--- config.mk ---
export PLATFORM = sky130hd
export DESIGN_NAME = sacia_regs
export DESIGN_NICKNAME = d
export VERILOG_FILES = /design/src/rtl/sacia_pkg.sv /design/src/rtl/sacia_bus_dec.sv /design/src/rtl/sacia_modem_sync.sv /design/src/rtl/sacia_status.sv /design/src/rtl/sacia_regs.sv
export SDC_FILE = /design/constraint.sdc
export NUM_CORES = 1
export LEC_CHECK = 0
export BUFFER_PORTS_ARGS = -buffer_cell sky130_fd_sc_hd__buf_2
export CAP_MARGIN = 20
export CORE_ASPECT_RATIO = 1.5
export CORE_MARGIN = 5
export CORE_UTILIZATION = 37
export DETAILED_ROUTE_END_ITERATION = 10
export HOLD_SLACK_MARGIN = 0.1
export PLACE_DENSITY = 0.67
export REMOVE_ABC_BUFFERS = 1
export SLEW_MARGIN = 10
export SYNTH_ARGS = -nofsm -noshare
export SYNTH_HDL_FRONTEND = slang
export SYNTH_HIERARCHICAL = 1
export SYNTH_SLANG_ARGS = --single-unit
--- constraint.sdc ---
create_clock -name clk -period 1.15 [get_ports clk]
set_input_delay 0.0575 -clock clk [delete_from_list [all_inputs] [get_ports clk]]
set_output_delay 0.0575 -clock clk [all_outputs]
set_load 0.05 [all_outputs]
--- src/rtl/sacia_pkg.sv ---
package sacia_pkg;

    localparam int DATA_W = 8;

    typedef enum logic [1:0] {
        SEL_DATA = 2'd0,
        SEL_STAT = 2'd1,
        SEL_CMD  = 2'd2,
        SEL_CTL  = 2'd3
    } regsel_e;

    typedef struct packed {
        logic irq;
        logic dcd;
        logic dsr;
        logic tx_empty;
        logic rx_full;
        logic ovr;
        logic fe;
        logic pe;
    } status_t;

    typedef struct packed {
        logic [2:0] parity;
        logic       echo;
        logic [1:0] txc;
        logic       rx_irq_off;
        logic       ready;
    } cmd_t;

    function automatic logic tx_irq_on(cmd_t c);
        return c.txc == 2'b01;
    endfunction

    function automatic logic rts_active(cmd_t c);
        return c.txc != 2'b00;
    endfunction

endpackage

--- src/rtl/sacia_bus_dec.sv ---
module sacia_bus_dec
    import sacia_pkg::*;
(
    input  logic    bus_en,
    input  logic    cs_hi,
    input  logic    cs_lo_n,
    input  logic    rd_wr,
    input  regsel_e sel,
    output logic    tdr_wr,
    output logic    prog_rst,
    output logic    cmd_wr,
    output logic    ctl_wr,
    output logic    rdr_rd,
    output logic    sts_rd,
    output logic    rd_act
);
    logic hit;
    logic [3:0] wr_1h;

    assign hit    = bus_en & cs_hi & ~cs_lo_n;
    assign rd_act = hit & rd_wr;

    always_comb begin
        wr_1h = '0;
        if (hit && !rd_wr) wr_1h[sel] = 1'b1;
    end

    assign tdr_wr   = wr_1h[SEL_DATA];
    assign prog_rst = wr_1h[SEL_STAT];
    assign cmd_wr   = wr_1h[SEL_CMD];
    assign ctl_wr   = wr_1h[SEL_CTL];
    assign rdr_rd   = rd_act && (sel == SEL_DATA);
    assign sts_rd   = rd_act && (sel == SEL_STAT);
endmodule

--- src/rtl/sacia_modem_sync.sv ---
module sacia_modem_sync #(
    parameter int LINES  = 2,
    parameter int STAGES = 2
) (
    input  logic             clk,
    input  logic             rst,
    input  logic [LINES-1:0] pin,
    output logic [LINES-1:0] lvl,
    output logic             chg
);
    logic [LINES-1:0] moved;

    for (genvar g = 0; g < LINES; g++) begin : g_line
        logic [STAGES-1:0] chain;
        logic              prev;
        always_ff @(posedge clk) begin
            if (rst) begin
                chain <= '1;
                prev  <= 1'b1;
            end else begin
                chain <= {chain[STAGES-2:0], pin[g]};
                prev  <= chain[STAGES-1];
            end
        end
        assign lvl[g]   = chain[STAGES-1];
        assign moved[g] = chain[STAGES-1] ^ prev;
    end

    assign chg = |moved;
endmodule

--- src/rtl/sacia_status.sv ---
module sacia_status
    import sacia_pkg::*;
(
    input  logic    clk,
    input  logic    rst,
    input  logic    prog_rst,
    input  logic    tdr_wr,
    input  logic    rdr_rd,
    input  logic    sts_rd,
    input  logic    tx_taken,
    input  logic    rx_done,
    input  logic    rx_perr,
    input  logic    rx_ferr,
    input  logic    rx_en,
    input  logic    rx_ie,
    input  logic    tx_ie,
    input  logic    modem_chg,
    input  logic    dcd_lvl,
    input  logic    dsr_lvl,
    output status_t stat
);
    logic irq_q, txe_q, rxf_q, ovr_q, fe_q, pe_q;
    logic accept, overrun, clean, irq_set;

    assign accept  = rx_done & rx_en & (~rxf_q | rdr_rd);
    assign overrun = rx_done & rx_en & rxf_q & ~rdr_rd;
    assign clean   = ~(rx_perr | rx_ferr);
    assign irq_set = rx_en & ((tx_ie & txe_q) | (rx_ie & accept) | modem_chg);

    always_ff @(posedge clk) begin
        if (rst) begin
            irq_q <= 1'b0;
            txe_q <= 1'b1;
            rxf_q <= 1'b0;
            ovr_q <= 1'b0;
            fe_q  <= 1'b0;
            pe_q  <= 1'b0;
        end else begin
            if (tdr_wr)        txe_q <= 1'b0;
            else if (tx_taken) txe_q <= 1'b1;

            if (accept)      rxf_q <= 1'b1;
            else if (rdr_rd) rxf_q <= 1'b0;

            if (accept) begin
                if (clean) begin
                    pe_q <= 1'b0;
                    fe_q <= 1'b0;
                end else begin
                    pe_q <= pe_q | rx_perr;
                    fe_q <= fe_q | rx_ferr;
                end
            end

            if (prog_rst)            ovr_q <= 1'b0;
            else if (accept && clean) ovr_q <= 1'b0;
            else if (overrun)        ovr_q <= 1'b1;

            if (!rx_en)                irq_q <= 1'b0;
            else if (irq_set)          irq_q <= 1'b1;
            else if (sts_rd && !tx_ie) irq_q <= 1'b0;
        end
    end

    always_comb begin
        stat.irq      = irq_q;
        stat.dcd      = dcd_lvl;
        stat.dsr      = dsr_lvl;
        stat.tx_empty = txe_q;
        stat.rx_full  = rxf_q;
        stat.ovr      = ovr_q;
        stat.fe       = fe_q;
        stat.pe       = pe_q;
    end
endmodule

--- src/rtl/sacia_regs.sv ---
module sacia_regs
    import sacia_pkg::*;
#(
    parameter int SYNC_STAGES = 2
) (
    input  logic              clk,
    input  logic              rst,
    input  logic              bus_en,
    input  logic              cs_hi,
    input  logic              cs_lo_n,
    input  logic              rd_wr,
    input  logic [1:0]        reg_sel,
    input  logic [DATA_W-1:0] wdata,
    output logic [DATA_W-1:0] rdata,
    output logic              tx_wr_stb,
    output logic              rx_rd_stb,
    input  logic              tx_taken,
    input  logic              rx_done,
    input  logic [DATA_W-1:0] rx_data,
    input  logic              rx_perr,
    input  logic              rx_ferr,
    input  logic              dsr_n,
    input  logic              dcd_n,
    output logic [DATA_W-1:0] cmd_q,
    output logic [DATA_W-1:0] ctl_q,
    output logic              irq_n,
    output logic              dtr_n,
    output logic              rts_n
);
    localparam int CLR_BITS = 5;

    regsel_e sel;
    logic    tdr_wr, prog_rst, cmd_wr, ctl_wr, rdr_rd, sts_rd, rd_act;
    cmd_t    cmd;
    status_t stat;
    logic [1:0] modem_lvl;
    logic    modem_chg;

    assign sel = regsel_e'(reg_sel);
    assign cmd = cmd_t'(cmd_q);

    sacia_bus_dec u_dec (
        .bus_en  (bus_en),
        .cs_hi   (cs_hi),
        .cs_lo_n (cs_lo_n),
        .rd_wr   (rd_wr),
        .sel     (sel),
        .tdr_wr  (tdr_wr),
        .prog_rst(prog_rst),
        .cmd_wr  (cmd_wr),
        .ctl_wr  (ctl_wr),
        .rdr_rd  (rdr_rd),
        .sts_rd  (sts_rd),
        .rd_act  (rd_act)
    );

    sacia_modem_sync #(.LINES(2), .STAGES(SYNC_STAGES)) u_sync (
        .clk(clk),
        .rst(rst),
        .pin({dcd_n, dsr_n}),
        .lvl(modem_lvl),
        .chg(modem_chg)
    );

    always_ff @(posedge clk) begin
        if (rst) begin
            cmd_q <= '0;
            ctl_q <= '0;
        end else begin
            if (prog_rst)    cmd_q[CLR_BITS-1:0] <= '0;
            else if (cmd_wr) cmd_q <= wdata;
            if (ctl_wr)      ctl_q <= wdata;
        end
    end

    sacia_status u_stat (
        .clk      (clk),
        .rst      (rst),
        .prog_rst (prog_rst),
        .tdr_wr   (tdr_wr),
        .rdr_rd   (rdr_rd),
        .sts_rd   (sts_rd),
        .tx_taken (tx_taken),
        .rx_done  (rx_done),
        .rx_perr  (rx_perr),
        .rx_ferr  (rx_ferr),
        .rx_en    (cmd.ready),
        .rx_ie    (~cmd.rx_irq_off),
        .tx_ie    (tx_irq_on(cmd)),
        .modem_chg(modem_chg),
        .dcd_lvl  (modem_lvl[1]),
        .dsr_lvl  (modem_lvl[0]),
        .stat     (stat)
    );

    always_comb begin
        rdata = '0;
        if (rd_act) begin
            unique case (sel)
                SEL_DATA: rdata = rx_data;
                SEL_STAT: rdata = stat;
                SEL_CMD:  rdata = cmd_q;
                SEL_CTL:  rdata = ctl_q;
            endcase
        end
    end

    assign tx_wr_stb = tdr_wr;
    assign rx_rd_stb = rdr_rd;
    assign irq_n     = ~stat.irq;
    assign dtr_n     = ~cmd.ready;
    assign rts_n     = ~rts_active(cmd);
endmodule

==> results of run 1 <==
==> cell families after synthesis <==
| logic type | count (synthesis) | share of synthesized area (%) |
|---|---|---|
| XOR/XNOR | 2 | 1.22 |
| multiplexers | 32 | 22.2 |
| AO/OA/AOI/OAI | 18 | 7.99 |
| flip-flops | 28 | 38.9 |
| buffers and inverters | 21 | 10.2 |
| AND/OR/NAND/NOR | 48 | 19.5 |
==> area by class of cell <==
class / instances / share of cell area (%)
clock buffer: 4 / 2.48
inverter: 4 / 0.676
multi-input combinational: 100 / 39.1
sequential: 28 / 26.6
tap: 43 / 2.42
timing repair buffer: 90 / 28.7
==> where the power goes <==
group	leakage, nW	internal [W]	switching, W
registers	0.234	0.000974	0.00000832
logic	0.668	0.000158	0.000151
clock network	0.0288	0.000306	0.000297
total	0.931	0.00144	0.000456
==> flip-flops by register name, summed over array words and instances (netlist names) <==
| register | cells |
|---|---|
| u_stat/ovr_q | 1 |
| u_sync/g_line.chain | 4 |
| cmd_q | 8 |
| u_stat/fe_q | 1 |
| ctl_q | 8 |
| u_sync/g_line.prev | 2 |
| u_stat/pe_q | 1 |
| u_stat/rxf_q | 1 |
| u_stat/txe_q | 1 |
| u_stat/irq_q | 1 |
==> through the flow <==
step / hold WS (ns) / total power, W
global route: 0.105 / 0.00200
CTS: 0.106 / 0.00187
global placement: 0.239 / 0.00124
finish: 0.108 / 0.00189
detailed placement: 0.242 / 0.00124
floorplan: 0.127 / 0.00111
==> critical path, cell delays in order, from the launching register on <==
cell and delay, ns:
dfxtp_2 0.36, mux2i_2 0.22, o22ai_4 0.10, buf_6 0.16
==> Yosys cell counts, drive strengths merged <==
cell type and instances:
or2b 1, nor3 7, nand2b 5, dfxtp 28, o31ai 2, nand4b 1, or2 6, xnor2 2
a22oi 1, nand4 2, nor3b 1, a41oi 1, nor2 16, nor4 2, nand4bb 1, nand2 4
inv 4, nor2b 2, buf 16, o22ai 8, a21oi 4, mux2i 32, clkbuf 1, o21bai 1
a31oi 1
==> how the worst min path moves through the flow <==
stage                  from                                   end
floorplan               rst              u_stat/fe_q$_SDFFE_PP0P_
global route        rx_done              u_stat/fe_q$_SDFFE_PP0P_
detailed placement    dsr_n  u_sync/g_line[0].chain[0]$_SDFF_PP1_
global placement      dsr_n  u_sync/g_line[0].chain[0]$_SDFF_PP1_
finish              rx_done              u_stat/pe_q$_SDFFE_PP0P_
CTS                 rx_done              u_stat/pe_q$_SDFFE_PP0P_
==> what timing repair did <==
action / 4_1_cts / 5_1_grt
endpoints found under the hold margin: 21 / 0
resized for setup: 24 / 43
setup endpoints to repair: 8 / 9
hold buffers: 13 / 0
pin swaps: 0 / 3
buffers inserted: 1 / 2
==> layer usage <==
metal / global-route usage [%] / wire [um] / vias to the layer above
li1: - / - / 670
met1: 18.1 / 1690 / 644
met2: 27.5 / 2180 / 35
met3: 2.53 / 170 / 6
met4: 4.54 / 55 / 0
met5: 0 / 0 / -
==> impl_results.md, run 1 <==
* YS warnings at 6
* Worst-path clk slew at ~0.09 ns
* Critical R2R Launch: u_sync/g_line[1].chain[1]$_SDFF_PP1_
* DRC Markers at 0
* Finished Layout Cells at ~270
* Fin. Hold Viols at 0
* Die Wd at between 60 and 70 um
* Post-route minimum period at around 1.2 ns
* Die span in y at just under 90 um
* Actual slew at the worst max-slew pin at about 0.46 ns
* Tcrit/Tclk final at 101%
* Top cell type's share of synthesized area at approximately two fifths
* Violated checks: negative setup slack
* Ranking of synthesized cells by area: dfxtp_1 39%, mux2i_1 22%, buf_4 5.7%
* Gr ovfl total at 0
* Filler cells at 337
* Crit path to: rdata[1]
* Unrepaired setup endpoints after global routing: yes
* Post-Place Setup Slack at -0.0807 ns
* Worst Path Required at 1.09 ns
* Inst Count DP at about 250
* Antenna cells at 0
* Clock buffer count from CTS at 3
* Slew margin rel. at between 60% and 70%
* Initial core utilization at 38.8%
* Row cnt at 27
* Vias/cell at about 5.0
* Synth cell types at 30
* Final TNS setup at -0.0135 ns
* Fraction of layout cells with a size suffix above 1 at between 50% and 60%
* Max-Cap Viols at 0
* Worst-path fanout max at 4
* Largest net degree at the start of global routing at 29
* Initial antenna violation count at 0
* Layout area overhead at 54.2%
* Global-route usage over all layers at around 15%
* Clock Latency Late Sink at 0.27 ns
* Post-Route Skew at 0.000835 ns
* Status: finished with violations
* Multi-input logic area at just under 900 um^2
* Hold/Removal Path Class: primary input to flop
* VDD IR max at between 0.0007 and 0.0008 V
* Placed instance area at 1770 um^2
* Core Util, Final at 59.8%
* Most common cell after layout, fill and taps aside: buf_2
* Vias in the first global route at between 1,000 and 1,500
* Final WS setup at -0.00646 ns
* DRT antenna net count at 0
* Crit end category: output pin
* Worst Setup SP: cmd_q[1]$_SDFFE_PP0P_
* Vias post-DR at around 1,400
* Core area at ~3700 um^2
* CP Data Arrival Time at 1.10 ns
* Hold Path Stages at 3
* H-tree depth at 1
* FF/Latch Area at about 590 um^2
* Post-Synthesis Cells at approximately 150
* Synth Cell Area at approximately 1400 um^2
* Drt pass-1 iters at 4
* Seq/Total Area, Yosys at about 40%
* Most frequent cells in the layout: 48 x buf_2, 25 x mux2i_1, 16 x nor2_1, 16 x buf_4
* Synth Register Bits at 28
* Clk Tree Root Cell: clkbuf_8
* I/O Pins at just under 60
* Total Nets Final at between 200 and 300
* Clock tree sinks at 28
* Bufs on Longest Clock Path at 2
* Leak at between 0.9 and 1 nW
* Initial drt markers at 22
* Layout Cell Area excl Fill at around 2200 um^2
* Setup violators final at 3
* First-pass GRT wire length at about 6200 um
* Die footprint at around 5300 um^2
* Synth area leader: dfxtp_1
* Average size of a mapped cell at between 9 and 10 um^2
* FMAX at about 0.86 GHz
* DRT Wirelength at a little over 4000 um
* Worst R2R Setup Slack at between 0.1 and 0.15 ns
* R2R cell count at 5
* WL/cell at about 15 um
* Power per Cell Area at 853 nW/um^2
* Final Wtd Congestion at 0.801
* R2r endpoint: u_stat/irq_q$_SDFFE_PP0P_
* Slew Viols, Final at 0
* Worst setup SP type: flop
* CTS tree: built
* Critical path class: flop to output pin
* HPWL after DPL at 2880 um
* Buffers on Ports at slightly below 60
(Power assumes the default switching activity.)
==> run 2: changes to the inputs <==
--- a/config.mk
+++ b/config.mk
@@ -7,7 +7,6 @@
 export LEC_CHECK = 0
 export BUFFER_PORTS_ARGS = -buffer_cell sky130_fd_sc_hd__buf_2
 export CAP_MARGIN = 20
-export CORE_ASPECT_RATIO = 1.5
 export CORE_MARGIN = 5
 export CORE_UTILIZATION = 37
 export DETAILED_ROUTE_END_ITERATION = 10
@@ -17,5 +16,4 @@
 export SLEW_MARGIN = 10
 export SYNTH_ARGS = -nofsm -noshare
 export SYNTH_HDL_FRONTEND = slang
-export SYNTH_HIERARCHICAL = 1
 export SYNTH_SLANG_ARGS = --single-unit
==> run 2 against run 1 <==
The flow still finishes with violations (negative setup slack). Critical endpoint is now rdata[6]. Clock skew increased by 0.0029 ns. Setup slack got worse by 0.29 ns. Global-route usage increased by 1.3 points. Register-to-register slack got worse by 0.09 ns. Routed wire length increased by 4.9%. Highest routed layer unchanged. Critical path depth unchanged. Power about the same.
==> impl_results.md, run 2 <==
* Status: finished with violations
* Violated checks: negative setup slack
* Unrepaired setup endpoints after global routing: yes
* Worst Path Required at 1.09 ns (about the same)
* Sw Share at 24.1% (+0.052 points)
* Initial antenna violation count at 0 (unchanged)
* Leak at 1.06 nW (+13%)
* First-pass GRT wire length at 6710 um (+8.7%)
* Die footprint at 4950 um^2 (-5.9%)
* Crit end category: output pin
* Bufs on Longest Clock Path at 2 (unchanged)
* Synth Register Bits at 28 (unchanged)
* Net switching power at 0.000457 W (+0.25%)
* Gr ovfl total at 0 (unchanged)
* Slew margin rel. at 71.9% (+2.5 points)
* Post-Route Skew at 0.00371 ns (+0.00287 ns)
* Sequential Power Share at 52.0% (+0.2 points)
* Worst-path fanout max at 2 (-2)
* Tcrit/Tclk final at 125% (+25 points)
* Synth cell types at 30 (unchanged)
* HPWL after DPL at 3060 um (+6.1%)
* Post-synth EDFFs at 0 (unchanged)
* Clock tree sinks at 28 (unchanged)
* Layout area overhead at 65.4%
* Worst setup SP type: flop
* VDD IR max at 0.000485 V (-37%)
* H-tree depth at 1 (unchanged)
* WL/cell at 15.8 um (+3.7%)
* Final TNS setup at -2.16 ns (-2.15 ns)
* Total Nets Final at 255 (-0.78%)
* Die Wd at 70.4 um (+15%)
* Setup violators final at 8 (+5)
* Seq/Total Area, Yosys at 41.6% (+2.6 points)
* CP max stage delay at 0.47 ns (+0.11 ns)
* I/O Pins at 59 (unchanged)
* Global-route usage over all layers at 16.7% (+1.3 points)
* Worst-path cell chain: mux4_2 -> nor2b_4 -> buf_8
* Initial core utilization at 37.4% (-1.3 points)
* FMAX at 0.694 GHz (-20%)
* Drt pass-1 iters at 4 (unchanged)
* Power per Cell Area at 850 nW/um^2 (-0.41%)
* Synth Cell Area at 1350 um^2 (-6.3%)
* Combinational share of power at 15.2% (-1.1 points)
* Ranking of synthesized cells by area: dfxtp_1 42%, mux4_2 13%, mux2i_1 12%
* Max-Cap Viols at 0 (unchanged)
* Post-route minimum period at 1.44 ns (+0.285 ns)
* Inst Count DP at 252 (+1.2%)
* Largest net degree at the start of global routing at 24 (-17%)
* P_int at 0.00144 W (about the same)
* Core Util, Final at 61.9% (+2.1 points)
* Final WS setup at -0.292 ns (-0.285 ns)
* Final Wtd Congestion at 0.798 (-0.34%)
* Row cnt at 22 (-19%)
* Fraction of layout cells with a size suffix above 1 at 60.3% (+7.6 points)
* Top-count cell post-synth: dfxtp_1
* Actual slew at the worst max-slew pin at 0.421 ns (-0.0377 ns)
* CTS tree: built
* Critical path class: flop to output pin
* Slew Viols, Final at 0 (unchanged)
* Antenna cells at 0 (unchanged)
* Synth area leader: dfxtp_1
* Top FF cell, synth: dfxtp_1
* Die span in y at 70.4 um (-19%)
* Most common cell after layout, fill and taps aside: buf_2
* Clock Latency Late Sink at 0.27 ns (about the same)
* Fin. Hold Viols at 0 (unchanged)
* DRC Markers at 0 (unchanged)
* Finished Layout Cells at 272 (+1.1%)
* Vias/cell at 5.11 (+1.4%)
* Initial drt markers at 51 (+130%)
* Core area at 3610 um^2 (-3.0%)
* Top cell type's share of synthesized area at 41.6% (+2.6 points)
* Hold/Removal Path Class: primary input to flop
* CP Data Arrival Time at 1.38 ns (+0.28 ns)
* Vias in the first global route at 1,436 (+8.0%)
* Slowest-stage cell, CP: mux4_2
* Most frequent cells in the layout: 43 x buf_2, 31 x buf_4, 18 x nor2_1
* Post-Synthesis Cells at 127 (-15%)
* DRT antenna net count at 0 (unchanged)
* Most frequent cells after synthesis: 28 x dfxtp_1, 19 x nor2_1, 16 x mux2i_1, 8 x mux4_2, 8 x nor2b_1
* Buffers on Ports at 58 (unchanged)
* Worst-path clk slew at 0.10 ns (about the same)
* Clock buffer count from CTS at 3 (unchanged)
* DRT Wirelength at 4300 um (+4.9%)
* Clock Power Share at 32.8% (+0.9 points)
* Async set-or-reset flop fraction in the synthesized netlist at 0% (unchanged)
* Vias post-DR at 1,389 (+2.5%)
* Clk Tree Root Cell: clkbuf_8
* YS warnings at 0 (-6)
* Biggest regs: cmd_q x8, ctl_q x8, u_sync.g_line.chain x4
* Average size of a mapped cell at 10.6 um^2 (+9.9%)
==> run 2: cell count changes after synthesis, moves of 6 or more <==
| cell | before | now |
|---|---|---|
| mux4_2 | 0 | 8 |
| o22ai_1 | 8 | 0 |
| mux2i_1 | 32 | 16 |
| nor2b_1 | 1 | 8 |
| or2_1 | 6 | 0 |
| or2_2 | 0 | 6 |
| buf_4 | 11 | 2 |
==> run 2: cells by family after synthesis <==
family | after synthesis | share of synthesized area [%]
AND/OR/NAND/NOR | 48 | 20.1
AO/OA/AOI/OAI | 12 | 6.12
multiplexers | 24 | 25.2
XOR/XNOR | 2 | 1.30
buffers and inverters | 13 | 5.66
flip-flops | 28 | 41.6
==> run 2: worst paths after layout <==
path	from	endpoint	slack, ns	cells after the start
max	ctl_q[6]$_SDFFE_PP0P_	rdata[6]	-0.29	3
min	rx_perr	u_stat.fe_q$_SDFFE_PP0P_	0.12	3
max reg2reg	cmd_q[0]$_SDFFE_PP0P_	u_stat.pe_q$_SDFFE_PP0P_	0.02	5
min reg2reg	u_sync.g_line[1].chain[0]$_SDFF_PP1_	u_sync.g_line[1].chain[1]$_SDFF_PP1_	0.42	1
==> run 2: repair_timing <==
item | CTS | global route
gates resized for setup | 35 | 27
buffers inserted | 2 | 1
endpoints found under the setup margin | 11 | 16
hold endpoints to repair | 21 | 0
hold buffers | 13 | 0
pin swaps | 0 | 0
==> run 2: metrics by stage <==
stage          cell area (um^2)  power [W]  hold slack [ns]  setup slack, ns
2_1_floorplan              1280    0.00111            0.127           -0.751
3_3_place_gp               1850    0.00124            0.242          -0.0967
3_5_place_dp               1850    0.00125            0.243           -0.136
4_1_cts                    2140    0.00189            0.101           -0.280
5_1_grt                    2230    0.00197            0.129           -0.348
6_report                   2230    0.00190            0.118           -0.292
==> run 2: final cells by class <==
class                   count  area, um^2
fillers                   298        1380
repair buffers            103         766
multi-input cells          86         756
flip-flops and latches     28         581
well taps                  48        60.1
clock buffers               4        55.1
inverters                   3        13.8
==> run 2: power by group through the flow <==
stage / sequential, W / clock, W / combinational [W]
2_1_floorplan: 0.00102 / 0 / 0.0000880
4_1_cts: 0.000985 / 0.000624 / 0.000280
3_3_place_gp: 0.00101 / 0 / 0.000228
3_5_place_dp: 0.00101 / 0 / 0.000237
5_1_grt: 0.000987 / 0.000678 / 0.000309
6_report: 0.000985 / 0.000622 / 0.000288
==> run 2: worst max-delay path, delay by kind of cell (launching register included) <==
| family | cells | cell delay, ns |
|---|---|---|
| buffers and inverters | 1 | 0.15 |
| DFF | 1 | 0.33 |
| muxes | 1 | 0.47 |
| and+or+nand+nor | 1 | 0.16 |
==> run 2: layer usage <==
layer  track usage [%]  up-vias  routed length [um]
met1              18.8      657                1570
met5                 0        -                   0
li1                  -      645                   -
met3              3.02       16                 308
met2              28.7       71                2250
met4              10.4        0                 172
==> run 3: changes to the inputs <==
--- a/config.mk
+++ b/config.mk
@@ -11,8 +11,8 @@
 export CORE_UTILIZATION = 37
 export DETAILED_ROUTE_END_ITERATION = 10
 export HOLD_SLACK_MARGIN = 0.1
-export PLACE_DENSITY = 0.67
 export REMOVE_ABC_BUFFERS = 1
+export SETUP_SLACK_MARGIN = 0.2
 export SLEW_MARGIN = 10
 export SYNTH_ARGS = -nofsm -noshare
 export SYNTH_HDL_FRONTEND = slang
==> constraint.sdc (replaced) <==
create_clock -name clk -period 1.6 [get_ports clk]
set_input_delay 0.08 -clock clk [delete_from_list [all_inputs] [get_ports clk]]
set_output_delay 0.08 -clock clk [all_outputs]
set_load 0.05 [all_outputs]
==> run 3 against run 2 <==
The run now ends clean. Routed wire length decreased by 17%. First-iteration DRC count decreased by 31%. Sequential share of layout area increased by 3.5 points. Critical path depth unchanged. Clock power decreased by 41%. Cell count decreased by 7.7%. Critical endpoint is now rdata[5].
==> impl_results.md, run 3 (synthesis gave the netlist of run 2 again) <==
* Status: completed
* Die Wd at 70.4 um (unchanged)
* Drt pass-1 iters at 4 (unchanged)
* Die footprint at 4950 um^2 (unchanged)
* Biggest regs: cmd_q x8, ctl_q x8, u_sync.g_line.chain x4
* Most common cell after layout, fill and taps aside: buf_2
* Worst-path clk slew at 0.09 ns (about the same)
* Vias post-DR at 1,206 (-13%)
* CTS tree: built
* Post-Place Setup Slack at 0.205 ns (+0.341 ns)
* VDD IR max at 0.000363 V (-25%)
* Tcrit/Tclk final at about nine tenths
* Vias/cell at 4.80 (-5.9%)
* Final Wtd Congestion at 0.901 (+13%)
* Clk Tree Root Cell: clkbuf_8
* Die span in y at 70.4 um (unchanged)
* Total Nets Final at 235 (-7.8%)
* Post-route minimum period at approximately 1.4 ns
* Worst Path Required at 1.52 ns (+0.43 ns)
* DRT antenna net count at 0 (unchanged)
* DRT Wirelength at 3560 um (-17%)
* Layout area overhead at 46.8%
* I/O Pins at 59 (unchanged)
* Fraction of layout cells with a size suffix above 1 at 55.2% (-5.1 points)
* DRC Markers at 0 (unchanged)
* FMAX at ~0.70 GHz
* Placed instance area at 1660 um^2 (-10%)
* Clock tree sinks at 28 (unchanged)
* Filler cells at 344 (+15%)
* Layout Cell Area excl Fill at 1980 um^2 (-11%)
* Gr ovfl total at 0 (unchanged)
* Antenna cells at 0 (unchanged)
* First-pass GRT wire length at 5800 um (-14%)
* Slowest-stage cell, CP: mux4_2
* Leak at 0.912 nW (-14%)
* Max-Cap Viols at 0 (unchanged)
* Critical path buffers and inverters at 1 (unchanged)
* Bufs on Longest Clock Path at 2 (unchanged)
* Clock buffer count from CTS at 3 (unchanged)
* Inst Count DP at 227 (-9.9%)
* HPWL after DPL at 2540 um (-17%)
* CP Data Arrival Time at 1.36 ns (-0.02 ns)
* CP max stage delay at 0.46 ns (about the same)
* H-tree depth at 1 (unchanged)
* Critical path class: flop to output pin
* Clock Latency Late Sink at 0.26 ns (about the same)
* Row cnt at 22 (unchanged)
* WL/cell at 14.2 um (-10%)
* Multi-input logic area at 727 um^2 (-3.8%)
* Setup violators final at 0 (-8)
* Power per Cell Area at 636 nW/um^2 (-25%)
* Delay-heaviest family, CP: multiplexers
* Final WS setup at 0.162 ns (+0.454 ns)
* Slew Viols, Final at 0 (unchanged)
* Worst-path fanout max at 3 (+1)
* Most frequent cells in the layout: 50 x buf_2, 19 x nor2_1, 17 x dfxtp_2
* Vias in the first global route at 1,224 (-15%)
* Slew margin rel. at 71.8% (-0.14 points)
* Initial core utilization at 37.4% (unchanged)
* Hold/Removal Path Class: primary input to flop
* Global-route usage over all layers at 14.6% (-2.1 points)
* Largest net degree at the start of global routing at 24 (unchanged)
* Worst-path cell chain: mux4_2 -> nor2b_4 -> buf_6
* Core area at 3610 um^2 (unchanged)
* Unrepaired setup endpoints after global routing: yes
* Crit end category: output pin
* Initial drt markers at 35 (-31%)
* Actual slew at the worst max-slew pin at 0.420 ns (-0.00148 ns)
* Fin. Hold Viols at 0 (unchanged)
* FF/Latch Area at 586 um^2 (+0.86%)
* Finished Layout Cells at 251 (-7.7%)
* Worst setup SP type: flop
* Buffers on Ports at 58 (unchanged)
* Initial antenna violation count at 0 (unchanged)
* Post-Route Skew at 0.00298 ns (-0.000731 ns)
==> run 3: per-layer routing <==
metal	vias up	track usage [%]	part of all wire (%)
met5	-	0	0
met4	0	3.40	1.1
met3	4	3.74	6.3
met2	32	26.2	51
met1	568	17.1	42
li1	602	-	-
==> run 3: tightest hold or removal path: stages <==
cell and delay [ns]:
buf_2 0.11, nand4_1 0.08, a21oi_1 0.06
==> run 3: layout make-up <==
type                       count  area share [%]
clock buffer                   3            2.08
inverter                       3           0.569
tap                           48            3.03
sequential                    28            29.6
timing repair buffer          83            28.0
multi-input combinational     86            36.7
==> run 3: repair_timing <==
action	in CTS	in global routing
setup endpoints to repair	8	8
gates resized for setup	37	2
buffers inserted	10	0
endpoints found under the hold margin	19	0
hold buffers	11	0
==> run 3: path summary, 6_finish.rpt <==
| check | start | endpoint | slack [ns] | depth (start not counted) |
|---|---|---|---|---|
| max | cmd_q[5]$_SDFFE_PP0P_ | rdata[5] | 0.16 | 3 |
| max reg2reg | cmd_q[0]$_SDFFE_PP0P_ | u_stat.irq_q$_SDFFE_PP0P_ | 0.41 | 4 |
| min reg2reg | u_sync.g_line[0].chain[0]$_SDFF_PP1_ | u_sync.g_line[0].chain[1]$_SDFF_PP1_ | 0.42 | 1 |
| min | rx_perr | u_stat.pe_q$_SDFFE_PP0P_ | 0.12 | 3 |
==> run 3: power by group <==
group / internal, W / total, W / switching, W
clock network: 0.000168 / 0.000368 / 0.000200
logic: 0.0000949 / 0.000182 / 0.0000873
registers: 0.000704 / 0.000709 / 0.00000467
==> run 3: stage by stage <==
step / TNS (ns) / hold WS [ns] / util (%) / total power [W]
CTS: 0 / 0.117 / 54.9 / 0.00127
global placement: 0 / 0.262 / 46.1 / 0.000878
global route: 0 / 0.123 / 54.9 / 0.00132
detailed placement: 0 / 0.265 / 46.1 / 0.000882
floorplan: -1.75 / 0.149 / - / 0.000800
finish: 0 / 0.118 / 54.9 / 0.00126
